**src/rtl/clkdiv_pkg.sv**
```systemverilog
package clkdiv_pkg;
  localparam int CNT_W_DEF = 4;

  // Count loaded for the first phase after sync: chooses high or low length.
  function automatic int first_count(int hi, int lo, bit start_hi);
    return start_hi ? hi : lo;
  endfunction

  // Delay before the first toggle after sync: offset plus first phase count.
  function automatic int lead_ticks(int ph, int cnt);
    return ph + cnt;
  endfunction
endpackage

```
**src/rtl/clkdiv_stage.sv**
```systemverilog
module clkdiv_stage #(
  parameter int CW = 4
) (
  input  logic          clk,
  input  logic          rst_n,
  input  logic          adv_i,
  input  logic          hold_i,
  input  logic          reload_i,
  input  logic          byp_i,
  input  logic          start_i,
  input  logic [CW-1:0] hi_i,
  input  logic [CW-1:0] lo_i,
  input  logic [CW-1:0] ph_i,
  output logic          lvl_o,
  output logic          rise_o
);
  localparam int CNTW = CW + 1;

  logic [CNTW-1:0] cnt_q;
  logic [CW-1:0]   sh_hi_q;
  logic [CW-1:0]   sh_lo_q;
  logic            lvl_q;
  logic            run_w;
  logic            expire_w;
  logic            fall_w;

  assign run_w    = adv_i & ~hold_i & ~byp_i;
  assign expire_w = run_w & (cnt_q == '0);
  assign rise_o   = expire_w & ~lvl_q;
  assign fall_w   = expire_w & lvl_q;
  assign lvl_o    = lvl_q;

  always_ff @(posedge clk or negedge rst_n) begin
    if (!rst_n) begin
      cnt_q   <= '0;
      sh_hi_q <= '0;
      sh_lo_q <= '0;
      lvl_q   <= 1'b0;
    end else if (!byp_i) begin
      if (hold_i) begin
        sh_hi_q <= hi_i;
        sh_lo_q <= lo_i;
        lvl_q   <= start_i;
        cnt_q   <= CNTW'(clkdiv_pkg::lead_ticks(int'(ph_i),
                     clkdiv_pkg::first_count(int'(hi_i), int'(lo_i), start_i)));
      end else if (rise_o) begin
        lvl_q <= 1'b1;
        cnt_q <= CNTW'(sh_hi_q);
      end else if (fall_w) begin
        lvl_q <= 1'b0;
        if (reload_i) begin
          sh_hi_q <= hi_i;
          sh_lo_q <= lo_i;
          cnt_q   <= CNTW'(lo_i);
        end else begin
          cnt_q <= CNTW'(sh_lo_q);
        end
      end else if (run_w) begin
        cnt_q <= cnt_q - CNTW'(1);
      end
    end
  end
endmodule

```
**src/rtl/clkdiv_outsel.sv**
```systemverilog
module clkdiv_outsel (
  input  logic clk,
  input  logic lvl1_i,
  input  logic lvl2_i,
  input  logic byp1_i,
  input  logic byp2_i,
  input  logic force_i,
  output logic out_o
);
  always_comb begin
    if (force_i)     out_o = 1'b1;
    else if (byp2_i) out_o = byp1_i ? clk : lvl1_i;
    else             out_o = lvl2_i;
  end
endmodule

```
**src/rtl/clkdiv_chain.sv**
```systemverilog
module clkdiv_chain #(
  parameter int CW = clkdiv_pkg::CNT_W_DEF
) (
  input  logic          clk,
  input  logic          rst_n,
  input  logic          sync_i,
  input  logic          nosync_i,
  input  logic          force_hi_i,
  input  logic [CW-1:0] s1_hi_i,
  input  logic [CW-1:0] s1_lo_i,
  input  logic [CW-1:0] s1_ph_i,
  input  logic          s1_start_i,
  input  logic          s1_byp_i,
  input  logic [CW-1:0] s2_hi_i,
  input  logic [CW-1:0] s2_lo_i,
  input  logic [CW-1:0] s2_ph_i,
  input  logic          s2_start_i,
  input  logic          s2_byp_i,
  output logic          div_clk_o
);
  localparam int NSTG = 2;

  logic [CW-1:0]   hi_a [NSTG];
  logic [CW-1:0]   lo_a [NSTG];
  logic [CW-1:0]   ph_a [NSTG];
  logic [NSTG-1:0] st_a, byp_a, adv_a, lvl_a, rise_a;

  // Named events for the checker.
  logic hold_w, force_w, s1_lvl_w, s2_lvl_w, s1_rise_w, s2_rise_w;

  assign hold_w  = sync_i & ~nosync_i;
  assign force_w = force_hi_i & nosync_i;

  assign hi_a[0] = s1_hi_i;  assign hi_a[1] = s2_hi_i;
  assign lo_a[0] = s1_lo_i;  assign lo_a[1] = s2_lo_i;
  assign ph_a[0] = s1_ph_i;  assign ph_a[1] = s2_ph_i;
  assign st_a    = {s2_start_i, s1_start_i};
  assign byp_a   = {s2_byp_i, s1_byp_i};
  assign adv_a[0] = 1'b1;

  for (genvar g = 0; g < NSTG; g++) begin : g_stg
    if (g > 0) begin : g_chain
      assign adv_a[g] = byp_a[g-1] | rise_a[g-1];
    end
    clkdiv_stage #(.CW(CW)) u_stage (
      .clk      (clk),
      .rst_n    (rst_n),
      .adv_i    (adv_a[g]),
      .hold_i   (hold_w),
      .reload_i (nosync_i),
      .byp_i    (byp_a[g]),
      .start_i  (st_a[g]),
      .hi_i     (hi_a[g]),
      .lo_i     (lo_a[g]),
      .ph_i     (ph_a[g]),
      .lvl_o    (lvl_a[g]),
      .rise_o   (rise_a[g])
    );
  end

  assign s1_lvl_w  = lvl_a[0];
  assign s2_lvl_w  = lvl_a[1];
  assign s1_rise_w = rise_a[0];
  assign s2_rise_w = rise_a[1];

  clkdiv_outsel u_outsel (
    .clk     (clk),
    .lvl1_i  (s1_lvl_w),
    .lvl2_i  (s2_lvl_w),
    .byp1_i  (s1_byp_i),
    .byp2_i  (s2_byp_i),
    .force_i (force_w),
    .out_o   (div_clk_o)
  );
endmodule

```
**config.mk**
```make
export PLATFORM = sky130hd
export DESIGN_NAME = clkdiv_chain
export DESIGN_NICKNAME = d
export VERILOG_FILES = /design/src/rtl/clkdiv_pkg.sv /design/src/rtl/clkdiv_stage.sv /design/src/rtl/clkdiv_outsel.sv /design/src/rtl/clkdiv_chain.sv
export SDC_FILE = /design/constraint.sdc
export NUM_CORES = 1
export LEC_CHECK = 0
export ABC_AREA = 1
export BUFFER_PORTS_ARGS = -buffer_cell sky130_fd_sc_hd__buf_2
export CAP_MARGIN = 10
export CORE_MARGIN = 2
export CORE_UTILIZATION = 45
export DETAILED_ROUTE_END_ITERATION = 6
export GPL_ROUTABILITY_DRIVEN = 1
export PLACE_DENSITY = 0.75
export SLEW_MARGIN = 20
export SYNTH_ARGS = -nofsm -noshare
export SYNTH_HDL_FRONTEND = slang
export SYNTH_SLANG_ARGS = --single-unit
```
**constraint.sdc**
```tcl
create_clock -name clk -period 2.35 [get_ports clk]
set_clock_uncertainty 0.15 [all_clocks]
set_input_delay 0.3525 -clock clk [delete_from_list [all_inputs] [get_ports clk]]
set_output_delay 0.3525 -clock clk [all_outputs]
set_load 0.01 [all_outputs]
```
Word-level counts from Yosys, hierarchy flattened
Cells that the tools add are included.
{ "word_totals": {"word_cells": 84, "regBits": 28, "output_inout_bits": 1, "input_bits": 33} }
{ "op_classes": {"muxes": 37, "n_reduce_logical": 15, "add_sub_neg": 4, "eq_ne": 2, "bitwise_logic": 18} }
{ "op_table": {"columns": ["operator", "n"], "rows": [
  ["two-way mux 4 bit", 20],
  ["two-way mux 5 bit", 8],
  ["bitwise AND 1 bit", 11],
  ["adder 5 bit", 2],
  ["zero test 5 bit", 2],
  ["subtractor 5 x 1 -> 5 bit, second input constant", 2],
  ["two-way mux 1 bit", 9],
  ["AND reduction 2 bit", 4],
  ["AND reduction 4 bit", 2],
  ["nonzero test 4 bit", 2],
  ["NOT 1 bit", 6],
  ["nonzero test 2 bit", 3],
  ["nonzero test 3 bit", 2],
  ["inequality test 2 x 1 -> 1 bit, second input constant", 2],
  ["bitwise OR 1 bit", 1]
]} }

Longest topological paths before layout
Gate-level depths: netlist of run 1.
{ "logic_depth": {"depth_word": 14, "mapped_depth": 13, "mapped_depth_nobuf": 12} }

Hierarchy
A second synthesis of run 1 with hierarchy kept.
{ "unflattened": {"hier_cells": 329, "area_unflattened_um2": 2314.7} }
{ "by_module_without_submodules": {"columns": ["mod", "seq_area_each_um2", "area_per_inst_um2", "instances", "cells_each"], "rows": [
  ["clkdiv_stage", 350.3, 1122.3, 2, 156],
  ["clkdiv_outsel", 0.0, 40.0, 1, 9],
  ["clkdiv_chain", 0.0, 30.0, 1, 8]
]} }

==> out/metrics.yaml, run 1 <==
dieArea_um2: 5360
synthCells: 291
vias_per_cell: 5.15
power_leakage_nw: 1.27
ir_worst_vdd_mv: 0.307
diodes: 0
vias: 1945
wl_per_cell_um: 12.7
pin_count: 34
drt-pass1-iter-count: 4
grt_antenna_before_repair: 0
drive_above_1_share: 0.213
hold_path_class: "in2reg"
cp.required_ns: 1.85
hold_viol: 0
synth_area_um2: 2160
cp_data_arrival_time_ns: 1.72
status: "finished, final reports clean"
cp-end-kind: "primary output"
start_util: 0.463
cts_tree: "done"
synth_top_area_share: 0.325
tightest_slew_ns: 0.667
gp_congestion: 0.855
fp.dieW_um: 73.2
relSlewSlack: 0.556
synth.distinct_cells: 38
gr-total-overflow: 0
yosys_register_bits: 28
worstSetupStartpointType: "clock port"
final_common_cell: "nand2_1"
drt-initial-drc-count: 160
place_hpwl_mm: 3.72
yosysSeqAreaShare: 0.325
final_cell_mix: "nand2_1, inv_1, buf_2"
setup-violations-final: 0
max_stage_delay_ns: 0.15
ys_top_cells_by_area: "dfrtp_1, nand2_1, inv_1, o21ai_0, ha_1"
grt_pass1_wl_mm: 8.54
syn-num-nets: 337
drc: 0
fin_tns_setup_ns: 0
grt_usage: 0.206
yosys.area.top_type: "dfrtp_1"
ant_nets: 0
yosys_warnings: 0
nFillCells: 439
grt_pass1_vias: 1909
worst_path_max_delay_cell: "buf_2"
fin_ws_ns: 0.123
rsz0062_at_grt: "no"
path_cells: "clkbuf_8 -> clkbuf_8 -> nor2_1 -> o21ai_0 -> buf_2"
pre_cts_slack_ns: 0.126
num_rows: 25
critPathKind: "clk2out"
drv_slew: 0
area_growth_syn_to_layout_pct: 13.5
clkTransAtPathRegs_ns: 0.09
finalWirelength_mm: 4.82
clk_latency_ns: 0.39
nets: 372
path_common_cell: "clkbuf_8"
cp_max_fo: 2
dpl.cell_count: 371
grt_max_degree: 29
port_buffers: 33
syn_area_per_cell_um2: 7.41
maxCapViolCount: 0
stdcell_count: 378
power.density_nw_per_um2: 684
core_um2: 4660
dieHeight_um: 73.2
## metrics by stage
stage               power [W]  hold slack (ns)  instance area, um^2  utilization
finish                0.00167           0.0554                 2450        0.525
floorplan             0.00112          -0.0931                 2160            -
detailed placement    0.00127            0.272                 2350        0.505
global placement      0.00126            0.264                 2350        0.505
global route          0.00181           0.0672                 2450        0.525
CTS                   0.00168           0.0488                 2450        0.525
## kinds of logic (layout without fill, tap and decap cells)
family                     count (synthesis)  after routing  synth area share
xor gates and xnor gates                   4              4            0.0162
adders and majority gates                 13             13            0.0824
buffers and inverters                     54             87             0.102
DFF                                       28             28             0.325
muxes                                      4              4            0.0203
and+or+nand+nor                          118            118             0.266
AOI/OAI and AO/OA                         70             70             0.189
## power by group
group	switching (W)	internal, W	total (W)	leakage (nW)
sequential	0.0000833	0.000601	0.000685	0.336
clock	0.000186	0.000230	0.000416	0.0502
combinational	0.000342	0.000230	0.000573	0.882
total	0.000611	0.00106	0.00167	1.27
## critical path: cells and delay by family
| family | cells | cell delay [ns] |
|---|---|---|
| buffers and inverters | 3 | 0.38 |
| AOI/OAI and AO/OA | 1 | 0.08 |
| and+or+nand+nor | 1 | 0.09 |
## state kept, by name, indices dropped and copies added, names as in the netlist
name                   cells
g_stg.u_stage.sh_lo_q      8
g_stg.u_stage.lvl_o        2
g_stg.u_stage.cnt_q       10
g_stg.u_stage.sh_hi_q      8
## metal layers
| layer | up-vias | global-route usage | part of all wire |
|---|---|---|---|
| met3 | 8 | 0.0483 | 0.063 |
| met2 | 56 | 0.305 | 0.44 |
| met4 | 0 | 0.0844 | 0.016 |
| li1 | 1004 | - | - |
| met5 | - | 0 | 0 |
| met1 | 877 | 0.288 | 0.48 |
## worst paths after layout
path	startpoint	endpoint	slack [ns]	cells after the start
worst max register to register	g_stg[1].u_stage.cnt_q[0]	g_stg[1].u_stage.sh_hi_q[2]	0.32	9
max in group asynchronous	rst_n	g_stg[1].u_stage.cnt_q[3]	1.24	2
worst min register to register	g_stg[1].u_stage.sh_lo_q[3]	g_stg[1].u_stage.sh_lo_q[3]	0.34	2
worst max-delay path	clk	div_clk_o	0.12	5
min in group asynchronous	rst_n	g_stg[0].u_stage.sh_lo_q[0]	0.38	2
worst min-delay path	s1_hi_i[3]	g_stg[0].u_stage.sh_hi_q[3]	0.06	3
## cell type report
type	instances	area, um^2	share of cell area
repair buffers	35	185	0.0757
flip-flops and latches	28	701	0.286
multi-input cells	209	1240	0.505
inverters	45	170	0.0695
clock buffers	7	87.6	0.0358
well taps	54	67.6	0.0276
## timing repair
item,4_1_cts,5_1_grt
gates resized for setup,0,0
hold endpoints to repair,28,0
hold buffers,1,0
buffers inserted,0,0
## cell usage after synthesis (all sizes together)
library cell / count
o21a: 2
dfrtp: 28
nand2: 62
clkbuf: 5
inv: 44
nand4: 3
clkinv: 1
o21bai: 1
o211ai: 1
nor3: 3
a22oi: 1
o21ai: 46
ha: 11
xnor2: 1
mux2: 3
nor2: 33
buf: 4
a31oi: 2
a21oi: 17
fa: 2
xor2: 3
nand3: 17
mux2i: 1
Note: power is estimated with default switching activity, not from simulation.
==> inputs of run 2 (changes only) <==
Settings changed: PLACE_DENSITY 0.75 to 0.66.
==> out/metrics.yaml, run 2 (same netlist as run 1, synthesis figures left out) <==
regArea_um2: 701  # unchanged
final_common_cell: "nand2_1"
vias: 1947  # +0.10%
pin_count: 34  # unchanged
area_growth_syn_to_layout_pct: 13.8
multi_input_area_um2: 1240  # unchanged
clk_latency_ns: 0.38  # about the same
nets: 373  # +0.27%
drt-initial-drc-count: 96  # -40%
grt_pass1_wl_mm: 8.74  # +2.3%
grt_usage: 0.211  # +0.00542
dieArea_um2: 5360  # unchanged
final_cell_mix: "nand2_1, inv_1, buf_2"
critPathKind: "clk2out"
p_int_w: 0.00106  # +0.24%
setup-violations-final: 0  # unchanged
fin_tns_setup_ns: 0  # unchanged
power_leakage_nw: 1.27  # +0.35%
hp-start: "s1_hi_i[2]"
tightest_slew_ns: 0.665  # -0.00180 ns
worstSetupStartpointType: "clock port"
ir_worst_vdd_mv: 0.282  # -8.1%
nFillCells: 468  # +6.6%
grt_pass1_vias: 1866  # -2.3%
port_buffers: 33  # unchanged
hold_path_class: "in2reg"
utilization: 0.527  # +0.00161
diodes: 0  # unchanged
p_sw_w: 0.000607  # -0.71%
grt_max_degree: 29  # unchanged
hold_viol: 0  # unchanged
drv_slew: 0  # unchanged
maxCapViolCount: 0  # unchanged
status: "finished, final reports clean"
startpoint: "clk"
largest_reg_flops: 10  # unchanged
cp_data_arrival_time_ns: 1.71  # about the same
cp-end-kind: "primary output"
fin_ws_ns: 0.134  # +0.0118 ns
cts_tree: "done"
p_sw_frac: 0.363  # -0.00222
vias_per_cell: 5.14  # -0.16%
combPwrFrac: 0.342  # about the same
cp_max_fo: 2  # unchanged
power.density_nw_per_um2: 681  # -0.41%
core_um2: 4660  # unchanged
relSlewSlack: 0.557  # +0.00120
regToRegStartpoint: "g_stg[0].u_stage.cnt_q[0]"
num_rows: 25  # unchanged
power_frac_seq: 0.406  # -0.003
drc: 0  # unchanged
finalWirelength_mm: 4.97  # +3.1%
regMostFlops: "g_stg.u_stage.cnt_q"
r2r_cells: 11  # +2
largestRegisters: "g_stg.u_stage.cnt_q: 10 flops, g_stg.u_stage.sh_hi_q: 8 flops, g_stg.u_stage.sh_lo_q: 8 flops"
start_util: 0.463  # unchanged
cp.required_ns: 1.85  # about the same
grt_antenna_before_repair: 0  # unchanged
dieHeight_um: 73.2  # unchanged
drt-pass1-iter-count: 4  # unchanged
ant_nets: 0  # unchanged
gr-total-overflow: 0  # unchanged
gp_congestion: 0.852  # -0.33%
place_hpwl_mm: 3.84  # +3.2%
fp.dieW_um: 73.2  # unchanged
drive_above_1_share: 0.215  # +0.00242
wl_per_cell_um: 13.1  # +2.9%
holdPathStages: 3  # unchanged
ctsResizeCount: 0  # unchanged
pre_cts_slack_ns: 0.244  # +0.118 ns
p_clk_frac: 0.251  # +0.002
rsz0062_at_grt: "no"
clkTransAtPathRegs_ns: 0.10  # about the same
==> run 2: routing by layer <==
layer / global-route usage / vias up / routed length, um
met5: 0 / - / 0
met4: 0.0700 / 0 / 58
li1: - / 1014 / -
met2: 0.309 / 39 / 2230
met3: 0.0345 / 5 / 201
met1: 0.315 / 889 / 2480
==> run 2: critical path: stages <==
cell and delay [ns]:
clkbuf_8 0.11, clkbuf_8 0.12, nor2_1 0.08, o21ai_0 0.08, buf_2 0.15
==> run 2: power by group through the flow <==
stage	clock (W)	sequential (W)	combinational, W
2_1_floorplan	0.00000888	0.000671	0.000435
3_3_place_gp	0.0000128	0.000687	0.000563
3_5_place_dp	0.0000128	0.000689	0.000569
4_1_cts	0.000431	0.000680	0.000575
5_1_grt	0.000448	0.000695	0.000667
6_report	0.000420	0.000679	0.000572
==> run 2: final timing paths <==
| check | end | slack, ns |
|---|---|---|
| worst max-delay path | div_clk_o | 0.13 |
| worst min register to register | g_stg[1].u_stage.sh_lo_q[2] | 0.34 |
| max in group asynchronous | g_stg[0].u_stage.cnt_q[4] | 1.24 |
| worst min-delay path | g_stg[0].u_stage.sh_hi_q[2] | 0.07 |
| min in group asynchronous | g_stg[0].u_stage.sh_lo_q[0] | 0.38 |
| worst max register to register | g_stg[1].u_stage.sh_hi_q[3] | 0.28 |
==> run 2: per-stage QoR <==
step | hold slack (ns) | total power, W | cells | area (um^2)
5_1_grt | 0.0625 | 0.00181 | 379 | 2450
3_3_place_gp | 0.278 | 0.00126 | 372 | 2360
4_1_cts | 0.0616 | 0.00169 | 379 | 2450
6_report | 0.0664 | 0.00167 | 379 | 2450
3_5_place_dp | 0.276 | 0.00127 | 372 | 2360
2_1_floorplan | -0.0931 | 0.00112 | 291 | 2160
==> run 2: layout make-up <==
type | count | area share
clock buffer | 7 | 0.0357
inverter | 45 | 0.0693
multi-input combinational | 209 | 0.504
sequential | 28 | 0.285
tap | 54 | 0.0275
timing repair buffer | 36 | 0.0785
==> run 2: what timing repair did <==
action	in CTS	in global routing
endpoints found under the setup margin	0	0
setup buffers	0	0
hold buffers	1	0
hold endpoints to repair	28	0
==> inputs of run 3 (changes only) <==
Clock period 2.35 ns to 2.1 ns, I/O delays scaled along.
==> out/metrics.yaml, run 3 (same netlist as run 1, synthesis figures left out) <==
power_frac_seq: 0.405  # about the same
startpoint: "clk"
rsz0062_at_grt: "no"
dieHeight_um: 73.2  # unchanged
worstReg2RegEnd: "g_stg[1].u_stage.sh_hi_q[3]"
worstSetupStartpointType: "clock port"
critPathKind: "clk2out"
tightest_slew_ns: 0.661  # -0.00341 ns
utilization: 0.534  # +0.00752
dpl.cell_count: 376  # +1.1%
holdPathStages: 3  # unchanged
placed_area_um2: 2390  # +1.3%
vias: 1939  # -0.41%
largest_reg_flops: 10  # unchanged
hold_viol: 0  # unchanged
cp_max_fo: 2  # unchanged
drt-pass1-iter-count: 4  # unchanged
port_buffers: 33  # unchanged
cp-end-kind: "primary output"
grt_pass1_wl_mm: 8.42  # -3.6%
relSlewSlack: 0.559  # +0.00228
fin_ws_ns: 0.0502  # -0.0841 ns
status: "finished, final reports clean"
core_um2: 4660  # unchanged
start_util: 0.463  # unchanged
drv_slew: 0  # unchanged
combPwrFrac: 0.345  # +0.003
grt_max_degree: 29  # unchanged
ant_nets: 0  # unchanged
power.density_nw_per_um2: 754  # +11%
grt_usage: 0.204  # -0.00723
cp_data_arrival_time_ns: 1.58  # -0.13 ns
nFillCells: 467  # -0.21%
post_cts_buffers: 0  # unchanged
grt_pass1_vias: 1805  # -3.3%
drt-initial-drc-count: 211  # +120%
final_common_cell: "nand2_1"
fin_tns_setup_ns: 0  # unchanged
clk_latency_ns: 0.38  # about the same
finalWirelength_mm: 4.88  # -1.8%
dieArea_um2: 5360  # unchanged
drc: 0  # unchanged
regToRegStartpoint: "g_stg[0].u_stage.cnt_q[1]"
cp.required_ns: 1.63  # -0.22 ns
pre_cts_slack_ns: -0.0356  # -0.280 ns
p_sw_w: 0.000680  # +12%
nets: 377  # +1.1%
timing.reg2reg.setup_slack_ns: 0.17  # -0.11 ns
gr-total-overflow: 0  # unchanged
hold_path_class: "in2reg"
clkTransAtPathRegs_ns: 0.10  # about the same
grt_antenna_before_repair: 0  # unchanged
final_cell_mix: "nand2_1, inv_1, buf_2"
place_hpwl_mm: 3.74  # -2.7%
p_clk_frac: 0.250  # about the same
diodes: 0  # unchanged
design_area_um2: 2490  # +1.4%
cts_tree: "done"
num_rows: 25  # unchanged
whs_endpoint: "g_stg[0].u_stage.sh_hi_q[2]"
stdcell_count: 383  # +1.1%
drive_above_1_share: 0.225  # +0.00954
regMostFlops: "g_stg.u_stage.cnt_q"
power_leakage_nw: 1.30  # +2.1%
r2r_cells: 11  # unchanged
area_growth_syn_to_layout_pct: 15.4
p_sw_frac: 0.362  # -0.00107
ir_worst_vdd_mv: 0.296  # +5.1%
maxCapViolCount: 0  # unchanged
p_int_w: 0.00120  # +13%
pin_count: 34  # unchanged
largestRegisters: "g_stg.u_stage.cnt_q: 10 flops, g_stg.u_stage.sh_hi_q: 8 flops, g_stg.u_stage.sh_lo_q: 8 flops"
setup-violations-final: 0  # unchanged
hp-start: "s1_hi_i[2]"
gp_congestion: 0.850  # -0.29%
vias_per_cell: 5.06  # -1.5%
wl_per_cell_um: 12.7  # -2.8%
fp.dieW_um: 73.2  # unchanged
==> run 3: stage by stage <==
stage               hold WS (ns)  total power (W)
floorplan                 -0.131          0.00125
global placement           0.247          0.00142
detailed placement         0.240          0.00143
CTS                       0.0155          0.00189
global route              0.0145          0.00203
finish                    0.0168          0.00188
==> run 3: area by class of cell <==
type	instances	area (um^2)	share of cell area
inverters	45	170	0.0683
clock buffers	7	87.6	0.0352
repair buffers	40	223	0.0894
multi-input cells	209	1240	0.498
well taps	54	67.6	0.0271
flip-flops and latches	28	701	0.281
==> run 3: power by group through the flow <==
stage | combinational (W) | clock [W] | sequential, W
finish | 0.000648 | 0.000470 | 0.000760
global route | 0.000739 | 0.000511 | 0.000780
CTS | 0.000647 | 0.000480 | 0.000760
detailed placement | 0.000641 | 0.0000143 | 0.000771
global placement | 0.000640 | 0.0000143 | 0.000769
floorplan | 0.000487 | 0.00000993 | 0.000751
==> run 3: critical path, cell delays in order <==
cell	delay [ns]
clkbuf_8	0.11
clkbuf_8	0.12
nor2_1	0.09
o21ai_1	0.07
buf_2	0.15
==> run 3: metal layers <==
metal	GRT usage	vias up	wire length (um)
li1	-	1013	-
met2	0.299	60	2070
met4	0.0638	0	48
met1	0.302	861	2520
met3	0.0387	5	243
met5	0	-	0
==> run 3: worst max-delay path by stage <==
stage / end / slack [ns] / cells after the start
2_1_floorplan: g_stg[1].u_stage.cnt_q[2] / 0.16 / 13
3_3_place_gp: g_stg[0].u_stage.cnt_q[4] / 0.02 / 10
3_5_place_dp: g_stg[0].u_stage.cnt_q[4] / -0.04 / 10
4_1_cts: div_clk_o / 0.02 / 5
5_1_grt: div_clk_o / 0.007 / 5
6_report: div_clk_o / 0.05 / 5
==> run 3: timing repair <==
| item | CTS | global route |
|---|---|---|
| hold buffers | 1 | 0 |
| gates resized for setup | 0 | 2 |
| endpoints found under the hold margin | 28 | 0 |
| endpoints found under the setup margin | 0 | 9 |
